===== config.mk =====
export PLATFORM = sky130hd
export DESIGN_NAME = wg_dispatch_seq
export DESIGN_NICKNAME = d
export VERILOG_FILES = /design/src/rtl/wg_seq_pkg.sv /design/src/rtl/wg_ceil_div.sv /design/src/rtl/wg_count_calc.sv /design/src/rtl/wg_id_walker.sv /design/src/rtl/wg_dispatch_seq.sv
export SDC_FILE = /design/constraint.sdc
export NUM_CORES = 2
export LEC_CHECK = 0
export BUFFER_PORTS_ARGS = -buffer_cell sky130_fd_sc_hd__buf_2
export CAP_MARGIN = 5
export CORE_ASPECT_RATIO = 0.6
export CORE_MARGIN = 3
export CORE_UTILIZATION = 68
export DETAILED_ROUTE_END_ITERATION = 6
export GPL_TIMING_DRIVEN = 0
export HOLD_SLACK_MARGIN = 0.05
export MAX_ROUTING_LAYER = met4
export PLACE_DENSITY = 0.95
export SYNTH_ARGS = -nofsm -noshare
export SYNTH_HDL_FRONTEND = slang
export SYNTH_SLANG_ARGS = --single-unit
export TNS_END_PERCENT = 30

===== constraint.sdc =====
create_clock -name clk_i -period 11.45 [get_ports clk_i]
set_input_delay 1.7175 -clock clk_i [delete_from_list [all_inputs] [get_ports clk_i]]
set_output_delay 1.7175 -clock clk_i [all_outputs]
set_load 0.02 [all_outputs]

===== src/rtl/wg_seq_pkg.sv =====
package wg_seq_pkg;
  localparam int NDIM = 3;

  typedef enum logic [2:0] {
    PH_IDLE,
    PH_DIV,
    PH_MUL_XY,
    PH_MUL_Z,
    PH_RDY
  } calc_phase_e;
endpackage


===== src/rtl/wg_ceil_div.sv =====
module wg_ceil_div #(
  parameter int W = 16
) (
  input  logic         clk_i,
  input  logic         rst_ni,
  input  logic         start_i,
  input  logic [W-1:0] num_i,
  input  logic [W-1:0] den_i,
  output logic [W-1:0] quo_o,
  output logic         busy_o
);
  localparam int NW = W + 1;
  localparam int CW = $clog2(NW + 1);

  logic [NW-1:0] quo_q, rem_q;
  logic [W-1:0]  den_q;
  logic [CW-1:0] cnt_q;
  logic          busy_q;

  logic [NW:0]   shifted;
  logic          ge;
  logic [NW:0]   diff;

  assign shifted = {rem_q, quo_q[NW-1]};
  assign ge      = shifted >= {2'b00, den_q};
  assign diff    = shifted - {2'b00, den_q};

  always_ff @(posedge clk_i or negedge rst_ni) begin
    if (!rst_ni) begin
      quo_q  <= '0;
      rem_q  <= '0;
      den_q  <= '0;
      cnt_q  <= '0;
      busy_q <= 1'b0;
    end else if (start_i) begin
      // ceil(n/d) = floor((n + d - 1) / d)
      quo_q  <= {1'b0, num_i} + {1'b0, den_i} - NW'(1);
      rem_q  <= '0;
      den_q  <= den_i;
      cnt_q  <= CW'(NW);
      busy_q <= 1'b1;
    end else if (busy_q) begin
      rem_q  <= ge ? diff[NW-1:0] : shifted[NW-1:0];
      quo_q  <= {quo_q[NW-2:0], ge};
      cnt_q  <= cnt_q - CW'(1);
      if (cnt_q == CW'(1)) busy_q <= 1'b0;
    end
  end

  assign quo_o  = quo_q[W-1:0];
  assign busy_o = busy_q;
endmodule


===== src/rtl/wg_count_calc.sv =====
module wg_count_calc
  import wg_seq_pkg::*;
#(
  parameter int SIZE_W = 16,
  localparam int TOT_W = NDIM * SIZE_W
) (
  input  logic                        clk_i,
  input  logic                        rst_ni,
  input  logic                        launch_i,
  input  logic [NDIM-1:0][SIZE_W-1:0] grid_size_i,
  input  logic [NDIM-1:0][SIZE_W-1:0] wg_size_i,
  output logic [NDIM-1:0][SIZE_W-1:0] count_o,
  output logic [TOT_W-1:0]            total_o,
  output logic                        ready_o
);
  localparam int PW = 2 * SIZE_W;

  logic [NDIM-1:0] busy;
  calc_phase_e     phase_q;
  logic [PW-1:0]   p_xy_q;
  logic [TOT_W-1:0] total_q;

  for (genvar d = 0; d < NDIM; d++) begin : g_div
    wg_ceil_div #(.W(SIZE_W)) u_div (
      .clk_i  (clk_i),
      .rst_ni (rst_ni),
      .start_i(launch_i),
      .num_i  (grid_size_i[d]),
      .den_i  (wg_size_i[d]),
      .quo_o  (count_o[d]),
      .busy_o (busy[d])
    );
  end

  always_ff @(posedge clk_i or negedge rst_ni) begin
    if (!rst_ni) begin
      phase_q <= PH_IDLE;
      p_xy_q  <= '0;
      total_q <= '0;
    end else if (launch_i) begin
      phase_q <= PH_DIV;
    end else begin
      unique case (phase_q)
        PH_DIV: if (busy == '0) phase_q <= PH_MUL_XY;
        PH_MUL_XY: begin
          p_xy_q  <= PW'(count_o[0]) * PW'(count_o[1]);
          phase_q <= PH_MUL_Z;
        end
        PH_MUL_Z: begin
          total_q <= TOT_W'(p_xy_q) * TOT_W'(count_o[2]);
          phase_q <= PH_RDY;
        end
        default: ;
      endcase
    end
  end

  assign total_o = total_q;
  assign ready_o = (phase_q == PH_RDY);
endmodule


===== src/rtl/wg_id_walker.sv =====
module wg_id_walker
  import wg_seq_pkg::*;
#(
  parameter int SIZE_W = 16,
  localparam int TOT_W = NDIM * SIZE_W
) (
  input  logic                        clk_i,
  input  logic                        rst_ni,
  input  logic                        launch_i,
  input  logic                        adv_i,
  input  logic [NDIM-1:0][SIZE_W-1:0] count_i,
  output logic [NDIM-1:0][SIZE_W-1:0] id_o,
  output logic [TOT_W-1:0]            gid_o,
  output logic                        complete_o
);
  logic [SIZE_W-1:0] id_q [NDIM];
  logic [NDIM-1:0]   wrap, step;
  logic [TOT_W-1:0]  gid_q;
  logic              complete_q;

  // (id+1)*size >= grid  <=>  id+1 >= ceil(grid/size)
  for (genvar d = 0; d < NDIM; d++) begin : g_axis
    localparam bit LAST = (d == NDIM - 1);

    assign wrap[d] = ({1'b0, id_q[d]} + 1'b1) >= {1'b0, count_i[d]};

    if (d == 0) begin : g_first
      assign step[d] = adv_i;
    end else begin : g_next
      assign step[d] = step[d-1] & wrap[d-1];
    end

    always_ff @(posedge clk_i or negedge rst_ni) begin
      if (!rst_ni)          id_q[d] <= '0;
      else if (launch_i)    id_q[d] <= '0;
      else if (step[d]) begin
        if (!LAST && wrap[d]) id_q[d] <= '0;
        else                  id_q[d] <= id_q[d] + 1'b1;
      end
    end

    assign id_o[d] = id_q[d];
  end

  always_ff @(posedge clk_i or negedge rst_ni) begin
    if (!rst_ni) begin
      gid_q      <= '0;
      complete_q <= 1'b0;
    end else if (launch_i) begin
      gid_q      <= '0;
      complete_q <= 1'b0;
    end else if (adv_i) begin
      gid_q <= gid_q + 1'b1;
      if (step[NDIM-1] && wrap[NDIM-1]) complete_q <= 1'b1;
    end
  end

  assign gid_o      = gid_q;
  assign complete_o = complete_q;
endmodule


===== src/rtl/wg_dispatch_seq.sv =====
module wg_dispatch_seq
  import wg_seq_pkg::*;
#(
  parameter int SIZE_W = 16,
  localparam int TOT_W = NDIM * SIZE_W
) (
  input  logic                        clk_i,
  input  logic                        rst_ni,
  input  logic                        launch_i,
  input  logic [NDIM-1:0][SIZE_W-1:0] grid_size_i,
  input  logic [NDIM-1:0][SIZE_W-1:0] wg_size_i,
  input  logic                        dispatch_i,
  input  logic                        wg_done_i,
  output logic                        ready_o,
  output logic [NDIM-1:0][SIZE_W-1:0] wg_id_o,
  output logic [TOT_W-1:0]            global_id_o,
  output logic [NDIM-1:0][SIZE_W-1:0] wg_count_o,
  output logic [TOT_W-1:0]            total_wg_o,
  output logic                        dispatch_complete_o,
  output logic [TOT_W-1:0]            completed_o,
  output logic                        all_done_o
);
  logic             adv;
  logic [TOT_W-1:0] completed_q;

  wg_count_calc #(.SIZE_W(SIZE_W)) u_calc (
    .clk_i      (clk_i),
    .rst_ni     (rst_ni),
    .launch_i   (launch_i),
    .grid_size_i(grid_size_i),
    .wg_size_i  (wg_size_i),
    .count_o    (wg_count_o),
    .total_o    (total_wg_o),
    .ready_o    (ready_o)
  );

  assign adv = dispatch_i & ready_o & ~dispatch_complete_o & ~launch_i;

  wg_id_walker #(.SIZE_W(SIZE_W)) u_walk (
    .clk_i     (clk_i),
    .rst_ni    (rst_ni),
    .launch_i  (launch_i),
    .adv_i     (adv),
    .count_i   (wg_count_o),
    .id_o      (wg_id_o),
    .gid_o     (global_id_o),
    .complete_o(dispatch_complete_o)
  );

  always_ff @(posedge clk_i or negedge rst_ni) begin
    if (!rst_ni)        completed_q <= '0;
    else if (launch_i)  completed_q <= '0;
    else if (wg_done_i) completed_q <= completed_q + 1'b1;
  end

  assign completed_o = completed_q;
  assign all_done_o  = dispatch_complete_o & (completed_q == total_wg_o);
endmodule


* Word level (Yosys, flattened, before mapping)
Cells that the tools add are included.
Word-level totals: input port bits 101, output and inout port bits 243, bits in registers 396, word-level logic and storage cells 132
Operators by class: bitwise logic cells 8, multipliers 2, add/subtract/negate cells 20, reduce and logical (&&, ||, !) cells 15, mux-type cells 48, order comparisons 6, equality and inequality tests 9
Operators by type and width (number):
- $mux 17 | 15
- $mux 48 | 4
- $mux 16 | 8
- $add 48x1->48 const B | 2
- $ge 18x16->1 | 3
- $add 16x1->17 const B | 3
- $add 16x16->17 | 3
- $ge 17x16->1 | 3
- $sub 17x1->17 const B | 3
- $sub 17x16->17 | 3
- $add 16x1->16 const B | 3
- $eq 48x48->1 | 1
- $mul 32x16->48 | 1
- $mul 16x16->32 | 1
- $mux 5 | 6
- $reduce_bool 2->1 | 8
- $eq 5x1->1 const B | 3
- $sub 5x1->5 const B | 3
- $mux 1 | 12
- $pmux 3 s3 | 1
- $reduce_and 2->1 | 4
- $and 1x1->1 | 6
- $eq 3x2->1 const B | 2
- $mux 3 | 2
- other kinds (7) | 8

* Longest topological paths before layout
depth after elaboration 10, gate-level depth with buffers 26, mapped depth without buffers 24

* Cells and area by module
A second synthesis with hierarchy kept.
Second synthesis, totals: cells, all modules 5876, area total of the unflattened synthesis 51144.1 um^2
By module, submodules not included:
- wg_count_calc | cells each 3108, sequential area each 2077.0 um^2, area each 27426.3 um^2, times used 1
- wg_ceil_div (u_calc.g_div[0].u_div ...) | cells each 538, sequential area each 1401.3 um^2, area each 4571.9 um^2, times used 2
- wg_id_walker | cells each 763, sequential area each 2427.3 um^2, area each 6630.1 um^2, times used 1
- wg_ceil_div (u_calc.g_div[2].u_div) | cells each 579, sequential area each 1401.3 um^2, area each 4725.8 um^2, times used 1
- wg_dispatch_seq | cells each 350, sequential area each 1201.2 um^2, area each 3218.1 um^2, times used 1

* Worst setup path after synthesis
OpenSTA, ideal clock, no wires.
kind register to register, start point reg u_calc.g_div[2].u_div.quo_q[7], end point reg u_calc.total_q[44], in the netlist u_calc.total_o[44], cell stages (with the launch flop) 24, library setup time 0.095 ns, setup slack 5.008 ns, buffers on the path 3, required time 11.355 ns, clock period less this slack 6.442 ns, arrival 6.346 ns, path through dfrtp_1 -> clkbuf_1 -> clkbuf_1 -> nand2_1 -> fa_1 -> inv_1 -> fa_1 -> fa_1 -> fa_1 -> fa_1 -> inv_1 -> fa_1 -> inv_1 -> ha_1 -> clkbuf_1 -> and4_1 -> nand2_1 -> nor3_1 -> o21ai_1 -> a2111oi_2 -> o21ai_1 -> a211o_1 -> and3_1 -> o31ai_1
On the way: word-level cells in the longest chain between the ends 1
RTL lines:
- start: declaration | line wg_ceil_div.sv:15 | logic [NW-1:0] quo_q, rem_q;
- start signal: assignment | line wg_ceil_div.sv:37 | quo_q <= {1'b0, num_i} + {1'b0, den_i} - NW'(1);
- start signal: assignment | line wg_ceil_div.sv:44 | quo_q <= {quo_q[NW-2:0], ge};
- $mul 32x16->48 | line wg_count_calc.sv:50 | total_q <= TOT_W'(p_xy_q) * TOT_W'(count_o[2]);
- end signal: assignment | line wg_count_calc.sv:50
- end: declaration | line wg_count_calc.sv:21 | logic [TOT_W-1:0] total_q;
No other way between the ends. A chain may end at the register's enable or synchronous reset.

* Worst setup path in the final report
start point reg u_calc.g_div[2].u_div.quo_q[8], end point reg u_calc.total_q[47], in the netlist u_calc.total_o[47]
The elaborated chain is that of the path after synthesis.

==> impl_metrics.tcl <==
set metrics [dict create \
    status "finished, violations left" \
    failed_checks "DRC" \
    wl_um 171000 \
    skew_ns 0.0278 \
    grt_use_total_pct 45.9 \
    cp_cell_sequence "clkbuf_1 -> clkbuf_1 -> nand2_1 -> fa_1 -> inv_1 -> fa_1 -> fa_1 -> fa_1 -> fa_1 -> inv_1 -> fa_1 -> inv_1 -> ha_1 -> clkbuf_1 -> nand2_1 -> o21ai_0 -> nor3_1 -> and3b_1 -> nor3_1 -> o31ai_1 -> a21oi_1 -> o211a_1 -> nor3_1" \
    crit_family "adder cells" \
    min_period_over_period_pct 75.3 \
    drive_gt1_share_pct 8.43 \
    dp_hpwl_um 138000 \
    max_freq_mhz 116 \
    drt_first_pass_iters 7 \
    synthCells 5811 \
    areaGrowthSynthToFinish_pct 8.80 \
    cap_violations 0 \
    cts.repair.resized 0 \
    cts_tree "yes" \
    dieWidth_um 356 \
    gp_congestion 1.08 \
    relSlewSlack_pct 0.809 \
    placed_area_mm2 0.0529 \
    vias 45334 \
    end_kind "register" \
    htreeDepth 2 \
    synth_nets 6954 \
    async_flop_share_pct 100 \
    grt.overflow.total 0 \
    startpoint "u_calc.g_div[2].u_div.quo_q[8]$_DFFE_PN0P_" \
    io_pins 344 \
    clk-insertion-delay-late_ns 0.62 \
    row_count 76 \
    critPathLaunchType "register" \
    finalHoldViolations 0 \
    grt_max_degree 109 \
    cts_setup_buffers 0 \
    viasPerCell 6.29 \
    cp_slowest_cell "clkbuf_1" \
    max_stage_delay_ns 0.90 \
    max-clock-path-buffers 3 \
    clockRootBuffer "clkbuf_16" \
    fp.dieH_um 216 \
    nNetsFinal 7342 \
    synth.distinct_cells 81 \
    cp_common_cell "fa_1" \
    synthFlopType "dfrtp_1" \
    yosysTopAreaCellShare_pct 24.8 \
    min_from "u_calc.g_div[2].u_div.den_q[0]$_DFFE_PN0P_" \
    grt_pass1_wl_um 261000 \
    drt-initial-drc-count 6165 \
    first_global_vias 44583 \
    core_mm2 0.0722 \
    initial_core_util_pct 69.1 \
    cp.required_ns 11.94 \
    post-route-cell-area_mm2 0.0543 \
    antenna_found_initial 5 \
    ant_nets 0 \
    clkTransAtPathRegs_ns 0.07 \
    numCtsBuffers 40 \
    arrival_ns 9.12 \
    worst_pin_slew_ns 1.49 \
    synth_area_leaders "fa_1, dfrtp_1, ha_1, inv_1, nand2_1" \
    numPortBuffers 341 \
    setup_violations 0 \
    rsz0062_at_grt "no" \
    design.die.area_mm2 0.0768 \
    avgRoutedWirePerCell_um 23.8 \
    crit_buf_inv 6 \
    cts_sinks 396 \
    critPathKind "reg2reg" \
    fin_util_pct 75.2 \
    hold_path.class "reg2reg" \
    drv_slew 0 \
    layout_min_cycle_time_ns 8.62 \
    synth-seq-area-share_pct 19.9 \
    synth_seq_cells 396 \
    yosysWarningCount 0 \
    critPathMaxFanout 10 \
    drcViolationCount 4 \
    synth_area_mm2 0.0499 \
    nFillCells 5113 \
    synth_top_area_cell "fa_1" \
    r2r-start "u_calc.g_div[2].u_div.quo_q[8]$_DFFE_PN0P_" \
    setup_tns_ns 0 \
    cts_hold_buf 0 \
    syn_avg_cell_area_um2 8.59 \
    synth_edf_count 0 \
]
path summary, 6_finish.rpt:
check / endpoint / slack, ns / cells after the start
max reg2reg: u_calc.total_o[47]$_DFFE_PN0P_ / 2.83 / 23
min: u_calc.g_div[2].u_div.den_q[0]$_DFFE_PN0P_ / 0.52 / 1
max: u_calc.total_o[47]$_DFFE_PN0P_ / 2.83 / 23
min reg2reg: u_calc.g_div[2].u_div.den_q[0]$_DFFE_PN0P_ / 0.52 / 1
max in group asynchronous: u_calc.g_div[2].u_div.rem_q[11]$_DFFE_PN0P_ / 8.81 / 3
min in group asynchronous: u_walk.gid_o[7]$_DFFE_PN0P_ / 1.10 / 1
metrics by stage:
stage | hold WS, ns | setup WS [ns] | std cells
6_report | 0.520 | 2.83 | 7210
5_1_grt | 0.550 | 2.56 | 7206
4_1_cts | 0.516 | 3.24 | 7201
3_5_place_dp | 0.501 | 3.27 | 7131
3_3_place_gp | 0.497 | 0.706 | 7127
2_1_floorplan | 0.485 | 5.01 | 5811
cell families after synthesis:
kind of cell	share of synthesized area, %
simple gates	17.2
flops	19.9
fa+ha+maj	35.4
buf+inv	10.6
mux	1.35
xor+xnor	4.95
compound gates	10.6
per-layer routing:
metal | global-route usage [%] | vias up | wire length (um)
li1 | - | 19125 | -
met1 | 62.7 | 22101 | 65400
met2 | 58.0 | 3526 | 65900
met3 | 24.3 | 582 | 33200
met4 | 14.6 | 0 | 6950
met5 | - | - | 0
layout by cell type (no fill, tap or decap), drive strengths merged, types with 16 or more instances in the layout:
cell	count
o211ai	28
inv	1063
nor2b	34
or2	16
nand4	56
xnor2	135
o21ai	263
a22o	17
xor2	147
or3	35
o211a	19
nor2	315
and2	258
dfrtp	396
a21o	87
a21oi	171
buf	415
nor4	28
o21a	41
nand3	97
nor3	61
clkbuf	271
ha	424
a31oi	19
mux2	20
nand2	848
and3	42
mux2i	45
a311oi	18
fa	618
a211oi	39
worst reg2reg max path, stage by stage, from the launching register on:
cell and delay [ns]:
dfrtp_1 0.35, clkbuf_1 0.55, clkbuf_1 0.90, nand2_1 0.18, fa_1 0.57, inv_1 0.06, fa_1 0.48, fa_1 0.46
fa_1 0.46, fa_1 0.52, inv_1 0.05, fa_1 0.48, inv_1 0.06, ha_1 0.42, clkbuf_1 0.45, nand2_1 0.10
o21ai_0 0.46, nor3_1 0.10, and3b_1 0.25, nor3_1 0.55, o31ai_1 0.22, a21oi_1 0.54, o211a_1 0.25, nor3_1 0.05
Yosys cell counts (all sizes together), types with 7 or more instances:
cell type / number
inv: 1060
a211oi: 39
a22o: 17
a21o: 87
or2: 16
nand2: 848
fa: 618
nand3: 97
nand4: 56
o21bai: 12
nor2: 315
o21a: 41
mux2: 20
nor2b: 34
or4: 12
or3: 35
a31o: 8
a31oi: 19
clkbuf: 221
nand2b: 15
nor3: 61
o311ai: 7
nor4: 28
buf: 69
mux2i: 45
and2: 258
and4: 15
and3: 42
a41oi: 7
o21ai: 263
nor4b: 7
o31ai: 13
o211a: 19
xor2: 147
o211ai: 28
a21boi: 9
ha: 424
a311oi: 18
a21oi: 171
dfrtp: 396
o22ai: 7
xnor2: 135
cell type report:
type	instances	area, um2	area share [%]
inverters	1066	4000	7.37
plain buffers	290	1290	2.38
clock buffers	50	1110	2.04
well taps	975	1220	2.25
diodes	8	20.0	0.0369
flip-flops and latches	396	9910	18.3
multi-input cells	4059	34700	63.9
repair buffers	346	1820	3.35
clock inverters	20	223	0.410
sequential cells by signal (all words and copies together), names as in the netlist:
| register | cells |
|---|---|
| u_calc.g_div.u_div.den_q | 48 |
| u_walk.complete_o | 1 |
| u_calc.phase_q | 3 |
| u_calc.g_div.u_div.cnt_q | 15 |
| u_calc.g_div.u_div.busy_o | 3 |
| u_walk.gid_o | 48 |
| u_walk.id_o | 48 |
| u_calc.g_div.u_div.quo_q | 51 |
| u_calc.p_xy_q | 32 |
| u_calc.g_div.u_div.rem_q | 51 |
| completed_o | 48 |
| u_calc.total_o | 48 |
Power is left out: the tool's default activity adds up to more than one toggle a clock period on the data nets, which glitch-free logic cannot reach.
